--- src/rtl/cqc_pkg.sv ---
package cqc_pkg;

    typedef enum logic [2:0] {
        S_IDLE,
        S_FETCH,
        S_AWAIT,
        S_JUDGE,
        S_DELIVER,
        S_RING
    } cq_state_e;

    // Upper half of a completion entry as returned on the read port.
    localparam int HALF_W     = 64;
    localparam int PHASE_BIT  = 48;
    localparam int ENTRY_SHFT = 4;   // 16-byte entries
    localparam int HALF_OFS   = 8;   // dword 2 starts 8 bytes in

endpackage

--- src/rtl/cqc_head.sv ---
module cqc_head #(
    parameter int DEPTH = 16,
    parameter int IDX_W = 4
) (
    input  logic             clk,
    input  logic             rst_n,
    input  logic             advance,
    output logic [IDX_W-1:0] head,
    output logic             phase
);
    localparam logic [IDX_W-1:0] LAST = IDX_W'(DEPTH - 1);

    always_ff @(posedge clk) begin
        if (!rst_n) begin
            head  <= '0;
            phase <= 1'b1;
        end else if (advance) begin
            if (head == LAST) begin
                head  <= '0;
                phase <= ~phase;
            end else begin
                head  <= head + 1'b1;
            end
        end
    end

    AST_WRAP_FLIP: assert property (@(posedge clk) disable iff (!rst_n)
        advance && head == LAST |=> head == '0 && phase != $past(phase));
    AST_STEP_KEEP: assert property (@(posedge clk) disable iff (!rst_n)
        advance && head != LAST |=> $stable(phase));

endmodule

--- src/rtl/cqc_addr.sv ---
module cqc_addr #(
    parameter int              ADDR_W   = 32,
    parameter int              IDX_W    = 4,
    parameter int              QID      = 1,
    parameter int              DSTRD    = 0,
    parameter logic [ADDR_W-1:0] CQ_BASE  = '0,
    parameter logic [ADDR_W-1:0] BAR_BASE = '0
) (
    input  logic [IDX_W-1:0]  head,
    output logic [ADDR_W-1:0] half_addr,
    output logic [ADDR_W-1:0] ring_addr
);
    import cqc_pkg::*;

    localparam logic [ADDR_W-1:0] RING_OFS =
        ADDR_W'(32'h1000 + (2 * QID + 1) * (4 << DSTRD));

    always_comb begin
        half_addr = CQ_BASE + (ADDR_W'(head) << ENTRY_SHFT) + ADDR_W'(HALF_OFS);
        ring_addr = BAR_BASE + RING_OFS;
    end

endmodule

--- src/rtl/cq_head_consumer.sv ---
module cq_head_consumer #(
    parameter int                ADDR_W   = 32,
    parameter int                DEPTH    = 16,
    parameter int                QID      = 1,
    parameter int                DSTRD    = 0,
    parameter logic [ADDR_W-1:0] CQ_BASE  = 32'h1000_0000,
    parameter logic [ADDR_W-1:0] BAR_BASE = 32'hF000_0000
) (
    input  logic              clk,
    input  logic              rst_n,
    input  logic              irq_pulse,
    input  logic              poll_strobe,
    output logic              rd_valid,
    input  logic              rd_ready,
    output logic [ADDR_W-1:0] rd_addr,
    input  logic              rd_rvalid,
    input  logic [63:0]       rd_rdata,
    output logic              cpl_valid,
    input  logic              cpl_ready,
    output logic [14:0]       cpl_status,
    output logic [15:0]       cpl_sqid,
    output logic [15:0]       cpl_sqhd,
    output logic [15:0]       cpl_cid,
    output logic              db_valid,
    input  logic              db_ready,
    output logic [ADDR_W-1:0] db_addr,
    output logic [63:0]       db_data
);
    import cqc_pkg::*;

    localparam int IDX_W = (DEPTH > 1) ? $clog2(DEPTH) : 1;

    cq_state_e          st_q, st_d;
    logic [IDX_W-1:0]   head;
    logic               exp_phase;
    logic               advance;
    logic               trig;
    logic [HALF_W-1:0]  ent_q;
    logic               drained_q;
    logic               pend_q;
    logic [ADDR_W-1:0]  half_addr, ring_addr;

    assign trig    = irq_pulse | poll_strobe;
    assign advance = (st_q == S_DELIVER) && cpl_ready;

    cqc_head #(.DEPTH(DEPTH), .IDX_W(IDX_W)) u_head (
        .clk     (clk),
        .rst_n   (rst_n),
        .advance (advance),
        .head    (head),
        .phase   (exp_phase)
    );

    cqc_addr #(
        .ADDR_W(ADDR_W), .IDX_W(IDX_W), .QID(QID), .DSTRD(DSTRD),
        .CQ_BASE(CQ_BASE), .BAR_BASE(BAR_BASE)
    ) u_addr (
        .head      (head),
        .half_addr (half_addr),
        .ring_addr (ring_addr)
    );

    // State register
    always_ff @(posedge clk) begin
        if (!rst_n) st_q <= S_IDLE;
        else        st_q <= st_d;
    end

    // Transitions
    always_comb begin
        st_d = st_q;
        unique case (st_q)
            S_IDLE:    if (trig || pend_q) st_d = S_FETCH;
            S_FETCH:   if (rd_ready)       st_d = S_AWAIT;
            S_AWAIT:   if (rd_rvalid)      st_d = S_JUDGE;
            S_JUDGE: begin
                if (ent_q[PHASE_BIT] == exp_phase) st_d = S_DELIVER;
                else if (drained_q)                st_d = S_RING;
                else                               st_d = S_IDLE;
            end
            S_DELIVER: if (cpl_ready)      st_d = S_FETCH;
            S_RING:    if (db_ready)       st_d = S_IDLE;
            default:                       st_d = S_IDLE;
        endcase
    end

    // Entry capture, pass bookkeeping and remembered trigger
    always_ff @(posedge clk) begin
        if (!rst_n) begin
            ent_q     <= '0;
            drained_q <= 1'b0;
            pend_q    <= 1'b0;
        end else begin
            if (st_q == S_AWAIT && rd_rvalid) ent_q <= rd_rdata;
            if (advance)                      drained_q <= 1'b1;
            else if (st_q == S_RING && db_ready) drained_q <= 1'b0;
            if (st_q == S_IDLE)               pend_q <= 1'b0;
            else if (trig)                    pend_q <= 1'b1;
        end
    end

    // Outputs
    always_comb begin
        rd_valid   = (st_q == S_FETCH);
        rd_addr    = half_addr;
        cpl_valid  = (st_q == S_DELIVER);
        cpl_sqhd   = ent_q[15:0];
        cpl_sqid   = ent_q[31:16];
        cpl_cid    = ent_q[47:32];
        cpl_status = ent_q[63:49];
        db_valid   = (st_q == S_RING);
        db_addr    = ring_addr;
        db_data    = 64'(head);
    end

    AST_RD_HOLD: assert property (@(posedge clk) disable iff (!rst_n)
        rd_valid && !rd_ready |=> rd_valid && $stable(rd_addr));
    AST_CPL_HOLD: assert property (@(posedge clk) disable iff (!rst_n)
        cpl_valid && !cpl_ready |=> cpl_valid &&
        $stable({cpl_status, cpl_sqid, cpl_sqhd, cpl_cid}));
    AST_DB_HOLD: assert property (@(posedge clk) disable iff (!rst_n)
        db_valid && !db_ready |=> db_valid && $stable(db_data));
    AST_DELIVER_NEW: assert property (@(posedge clk) disable iff (!rst_n)
        cpl_valid |-> ent_q[PHASE_BIT] == exp_phase);
    AST_RING_AFTER_WORK: assert property (@(posedge clk) disable iff (!rst_n)
        $rose(db_valid) |-> $past(st_q) == S_JUDGE && drained_q);
    AST_ONE_CHANNEL: assert property (@(posedge clk) disable iff (!rst_n)
        $onehot0({rd_valid, cpl_valid, db_valid}));

endmodule

--- config.mk ---
export PLATFORM = sky130hd
export DESIGN_NAME = cq_head_consumer
export DESIGN_NICKNAME = d
export VERILOG_FILES = /design/src/rtl/cqc_pkg.sv /design/src/rtl/cqc_head.sv /design/src/rtl/cqc_addr.sv /design/src/rtl/cq_head_consumer.sv
export SDC_FILE = /design/constraint.sdc
export NUM_CORES = 1
export LEC_CHECK = 0
export BUFFER_PORTS_ARGS = -buffer_cell sky130_fd_sc_hd__buf_2
export CORE_MARGIN = 8
export CORE_UTILIZATION = 48
export CTS_CLUSTER_SIZE = 16
export DETAILED_ROUTE_END_ITERATION = 12
export GPL_TIMING_DRIVEN = 1
export PLACE_DENSITY_LB_ADDON = 0.08
export SETUP_SLACK_MARGIN = 0.02
export SYNTH_ARGS = -nofsm -noshare
export SYNTH_HDL_FRONTEND = slang
export SYNTH_SLANG_ARGS = --single-unit
--- constraint.sdc ---
create_clock -name clk -period 2.9 [get_ports clk]
set_input_delay 0 -clock clk [delete_from_list [all_inputs] [get_ports clk]]
set_output_delay 0 -clock clk [all_outputs]
set_load 0.02 [all_outputs]
# After elaboration in Yosys (flattened, before gate mapping)
# Cells that the tools add are included.
[op_classes]
n_reduce_logical = 9
n_bitwise = 3
n_addsub = 3
n_eq_ne = 12
mux = 11
[ops]
columns = ["cell", "n"]
rows = [
  ["$add A30 B4 Y31 const B", 1],
  ["$add A29 B8 Y30 const A", 1],
  ["$mux W3", 7],
  ["$pmux W3 S6", 1],
  ["$eq A3 B2 Y1 const B", 2],
  ["$eq A3 B3 Y1 const B", 2],
  ["$ne A2 B1 Y1 const B", 3],
  ["$reduce_and A5 Y1", 1],
  ["$add A4 B1 Y4 const B", 1],
  ["$eq A4 B4 Y1 const B", 1],
  ["$mux W4", 1],
  ["$ne A2 B2 Y1 const B", 2],
  ["$eq A3 B1 Y1 const B", 1],
  ["$logic_and A1 B1 Y1", 3],
  ["$logic_not A3 Y1", 1],
  ["$mux W1", 2],
  ["$not A1 Y1", 2],
  ["$reduce_and A2 Y1", 1],
  ["$reduce_bool A2 Y1", 1],
  ["$reduce_or A2 Y1", 1],
  ["$eq A1 B1 Y1", 1],
  ["$logic_or A1 B1 Y1", 1],
  ["$or A1 B1 Y1", 1],
]
[totals]
wordCells = 44
out_inout_bits = 194
inputBits = 72
register_bits = 74

# Depth between registers and ports, before layout
[depth]
ltp_word = 4
mapped_depth = 6
ltp_nobuf = 5

# By module
# A second synthesis with hierarchy kept.
[unflattened]
cells_unflattened = 531
area_unflattened_um2 = 4789.6
[by_module_without_submodules]
columns = ["mod", "seq_area_each_um2", "instances", "cells_each", "area_per_inst_um2"]
rows = [
  ["cq_head_consumer", 1381.3, 1, 442, 4078.9],
  ["cqc_addr", 0.0, 1, 66, 488.0],
  ["cqc_head", 100.1, 1, 23, 222.7],
]

# Least setup slack after synthesis
# OpenSTA, ideal clock, no wires.
[synth_path]
path_kind = "register -> register"
start = "reg st_q[1]"
end = "reg st_q[0]"
period_less_slack_ps = 1607
path_buffers = 1
setup_time_ps = 72
t_required_ps = 2828
t_arrival_ps = 1535
path_slack_ps = 1293
path_stages_with_launch = 6
cell_sequence = "dfxtp_1 -> buf_2 -> nor3b_1 -> a22oi_1 -> nand3_1 -> mux2i_1"
[synth_between]
elab_chain_cells = 3
word_cells_on_any_way = 13
cone_classes = "eq/ne (10); mux (1); reduce/logical (2)"
[synth_lines]
columns = ["item", "line_no", "source"]
rows = [
  ["from (decl)", "cq_head_consumer.sv:33", "cq_state_e st_q, st_d;"],
  ["from (signal assigned)", "cq_head_consumer.sv:66", "else st_q <= st_d;"],
  ["$eq A3 B1 Y1 (*)", "-", ""],
  ["via rd_valid", "cq_head_consumer.sv:13", "output logic rd_valid,"],
  ["$ne A2 B1 Y1 (no source line)", "-", ""],
  ["$reduce_and A5 Y1 (no source line)", "-", ""],
]
# Mark *: on every way through the listed nets, which the timed path passes. The rest lies on a longest branch.
# A chain may end at the register's enable or synchronous reset.

# Worst setup path in the final report
[layout_path]
start = "reg st_q[1]"
end = "reg ent_q[11]"
[layout_between]
elab_chain_cells = 2
[layout_lines]
columns = ["item", "line_no", "source"]
rows = [
  ["$eq A3 B2 Y1", "cq_head_consumer.sv:94", "if (st_q == S_AWAIT && rd_rvalid) ent_q <= rd_rdata;"],
  ["$logic_and A1 B1 Y1", "cq_head_consumer.sv:94", ""],
  ["to (signal assigned)", "cq_head_consumer.sv:94", ""],
  ["to (decl)", "cq_head_consumer.sv:38", "logic [HALF_W-1:0] ent_q;"],
]
# No other way between the ends.

==> impl_metrics.yaml <==
run_status:
  outcome: "completed"
global_route:
  overflow: 0
  grt_max_degree: 77
  busiest_layer: "met2"
  use_met2_pct: 25.7
  antenna_found_initial: 0
  first_global_vias: 3321
  grt_pass1_wl_um: 15700
  grt_usage_pct: 14.8
  met3_usage_pct: 4.27
  grtUsageMet1_pct: 16.4
placed_design:
  port-buffer-count: 145
  preCtsSetupSlack_ns: 1.09
  dp_cells: 724
  routabilityCongestion: 0.753
  place_hpwl_um: 7410
  dpl_cell_area_um2: 4430
power:
  switchingPower_mw: 1.02
  power.density_nw_per_um2: 545
  clkPwrFrac_pct: 28.3
  peakVddDrop_uv: 323
  p_int_mw: 1.87
  cellLeakagePower_nw: 2.43
  comb_power_share_pct: 30.3
  power_frac_seq_pct: 41.4
  p_sw_share_pct: 35.2
min_path:
  worstHoldStart: "poll_strobe"
  min_path_type: "in2reg"
layout:
  drive_gt1_share_pct: 35.4
  final_nets: 740
  area_growth_syn_to_layout_pct: 14.0
  n_antenna_cell: 0
  fill_cells: 937
  stdcell_count: 805
  design_area_um2: 5290
worst_setup_path:
  crit_path_end_kind: "flop"
  rrSetupSlack_ns: 1.10
  crit_type: "reg2reg"
  startpoint: "st_q[1]$_SDFFE_PN0P_"
  regToRegEndpoint: "ent_q[11]$_SDFFE_PN0P_"
  max_stage_delay_ns: 0.56
  worstPathMaxFanout: 24
  cpMaxStageDelayCell: "dfxtp_1"
  r2r_start: "st_q[1]$_SDFFE_PN0P_"
  crit_chain: "nor3b_2 -> nand2_2 -> buf_4 -> nand2_1 -> a21boi_2"
  worst_ep_arrival_time_ns: 2.02
  cp-endpoint: "ent_q[11]$_SDFFE_PN0P_"
  worst_setup_path_start_kind: "flop"
  worst-endpoint-required_ns: 3.12
  reg2regPathDepth: 5
die:
  die_area_um2: 13100
  coreArea_um2: 9590
  dieWidth_um: 114
  die_y_um: 114
  rows: 36
  io_pins: 266
  initial_utilization_pct: 48.3
timing:
  setup_viol: 0
  finalCritPeriodShare_pct: 62.0
  period_needed_ns: 1.80
  hold_violations: 0
  rsz0062_at_grt: "false"
  max_freq_ghz: 0.557
  slew_violations: 0
  fin_ws_ns: 1.10
  max_slew_margin_pct: 26.4
  clock_skew_ns: 0.00615
  fin_setup_tns_ns: 0
  worstMarginPinSlew_ns: 1.10
clock_tree:
  htree_num_levels: 3
  cts_tree: "yes"
  clk_pin_slew_worst_paths_ns: 0.07
  cts_buffers: 9
  clock_latency_ns: 0.34
  max-clock-path-buffers: 2
  cts_sinks: 74
  root_buffer: "clkbuf_8"
synthesis:
  ys_ff_latch: 74
  syn_area_um2: 4640
  synth_cell_types: 34
  synth-main-ff-cell: "dfxtp_1"
  ys_warn_count: 0
  postSynthAreaPerCell_um2: 8.68
  syn-instance-count: 534
  synth-edff-count: 0
  async_flop_share_pct: 0
  ys_seq_area_share_pct: 31.9
route:
  ant_nets: 0
  wl_per_cell_um: 13.1
  firstDrtPassIters: 4
  vias_per_cell: 4.02
  drt-total-wl_um: 10500
  drc: 0
  first_iter_violations: 111
  vias: 3238
run:
  maxCapViolCount: 0
-- power groups by stage --
stage	combinational, mW	clock, mW	sequential [mW]
2_1_floorplan	0.906	0	1.17
3_3_place_gp	0.800	0	1.21
3_5_place_dp	0.805	0	1.21
4_1_cts	0.875	0.844	1.19
5_1_grt	0.953	0.876	1.21
6_report	0.873	0.816	1.19
-- sequential cells by signal, indices dropped and copies added, names as in the netlist --
register / cells
drained_q: 1
pend_q: 1
u_head.phase: 1
ent_q: 64
u_head.head: 4
st_q: 3
-- area by class of cell --
type	instances	area, um2	share of cell area (%)
Inverter	2	7.51	0.142
Tap cell	133	166	3.15
Sequential cell	74	1480	28.0
Timing Repair Buffer	214	1420	26.8
Multi-Input combinational cell	366	2010	38.0
Clock buffer	11	151	2.86
Clock inverter	5	52.6	0.994
-- cell usage in the layout (no fill, tap or decap), types with 2 or more instances in the layout --
cell	Yosys	routed
inv_1	2	2
mux2i_1	3	3
clkinv_2	0	3
dfxtp_1	74	74
nand2_2	10	11
nor3b_1	3	3
xnor2_1	2	2
buf_4	187	3
a21oi_1	3	3
nand2_1	130	129
nor2b_1	2	2
and2_1	3	3
a21boi_2	60	60
conb_1	2	120
nor3_1	3	3
buf_2	8	145
a21boi_0	6	6
o21ai_0	2	2
dlygate4sd3_1	0	65
clkbuf_8	0	11
nand3_1	6	6
-- synth_stat cells, types with 2 or more instances --
library cell	count	share of area [%]
buf_4	187	30
nand2_1	130	11
dfxtp_1	74	32
a21boi_2	60	15
nand2_2	10	1.3
buf_2	8	0.86
clkbuf_1	8	0.65
a21boi_0	6	0.97
buf_8	6	1.9
nand3_1	6	0.65
a21oi_1	3	0.32
and2_1	3	0.40
mux2i_1	3	0.65
nor3_1	3	0.32
nor3b_1	3	0.49
conb_1	2	0.16
inv_1	2	0.16
nor2b_1	2	0.27
o21ai_0	2	0.22
xnor2_1	2	0.38
-- critical path: cells and delay by family, from the launching register on --
kind                   cells  cell delay, ns
AO/OA/AOI/OAI              1            0.05
buffers and inverters      1            0.34
AND/OR/NAND/NOR            3            0.73
flip-flops                 1            0.56
-- metal layers --
metal | wire, um | share of wire [%]
met2 | 5170 | 49
met1 | 4340 | 41
met5 | 0 | 0
met3 | 854 | 8.1
met4 | 163 | 1.5
-- through the flow --
stage / hold slack [ns] / power, mW / util (%)
6_report: 0.0167 / 2.88 / 55.1
5_1_grt: 0.0422 / 3.03 / 55.1
4_1_cts: 0.000733 / 2.91 / 55.1
3_5_place_dp: 0.247 / 2.02 / 46.2
3_3_place_gp: 0.243 / 2.01 / 46.2
2_1_floorplan: 0.127 / 2.08 / -
-- repair_timing --
item                       in CTS  in global routing
hold endpoints to repair       65                  0
buffers inserted                0                  0
setup endpoints to repair       0                  0
hold buffers                   65                  0
resized for setup               0                  0
-- logic make-up after synthesis --
group	share of synthesized area, %
AO/OA/AOI/OAI	16.8
multiplexers	0.648
other	0.162
AND/OR/NAND/NOR	15.2
flip-flops	31.9
buffers and inverters	34.3
adder cells (fa/ha/maj)	0.270
XOR/XNOR	0.567
-- how the worst min path moves through the flow --
| stage | slack [ns] | cells after the start | endpoint |
|---|---|---|---|
| final | 0.02 | 3 | pend_q$_SDFFE_PP0P_ |
| after global routing | 0.04 | 3 | pend_q$_SDFFE_PP0P_ |
| after CTS | 0.0007 | 3 | pend_q$_SDFFE_PP0P_ |
| after detailed placement | 0.25 | 3 | ent_q[43]$_SDFFE_PN0P_ |
| after global placement | 0.24 | 3 | ent_q[40]$_SDFFE_PN0P_ |
| after floorplan | 0.13 | 2 | ent_q[34]$_SDFFE_PN0P_ |
No activity file was read; power rests on OpenSTA's default activity.
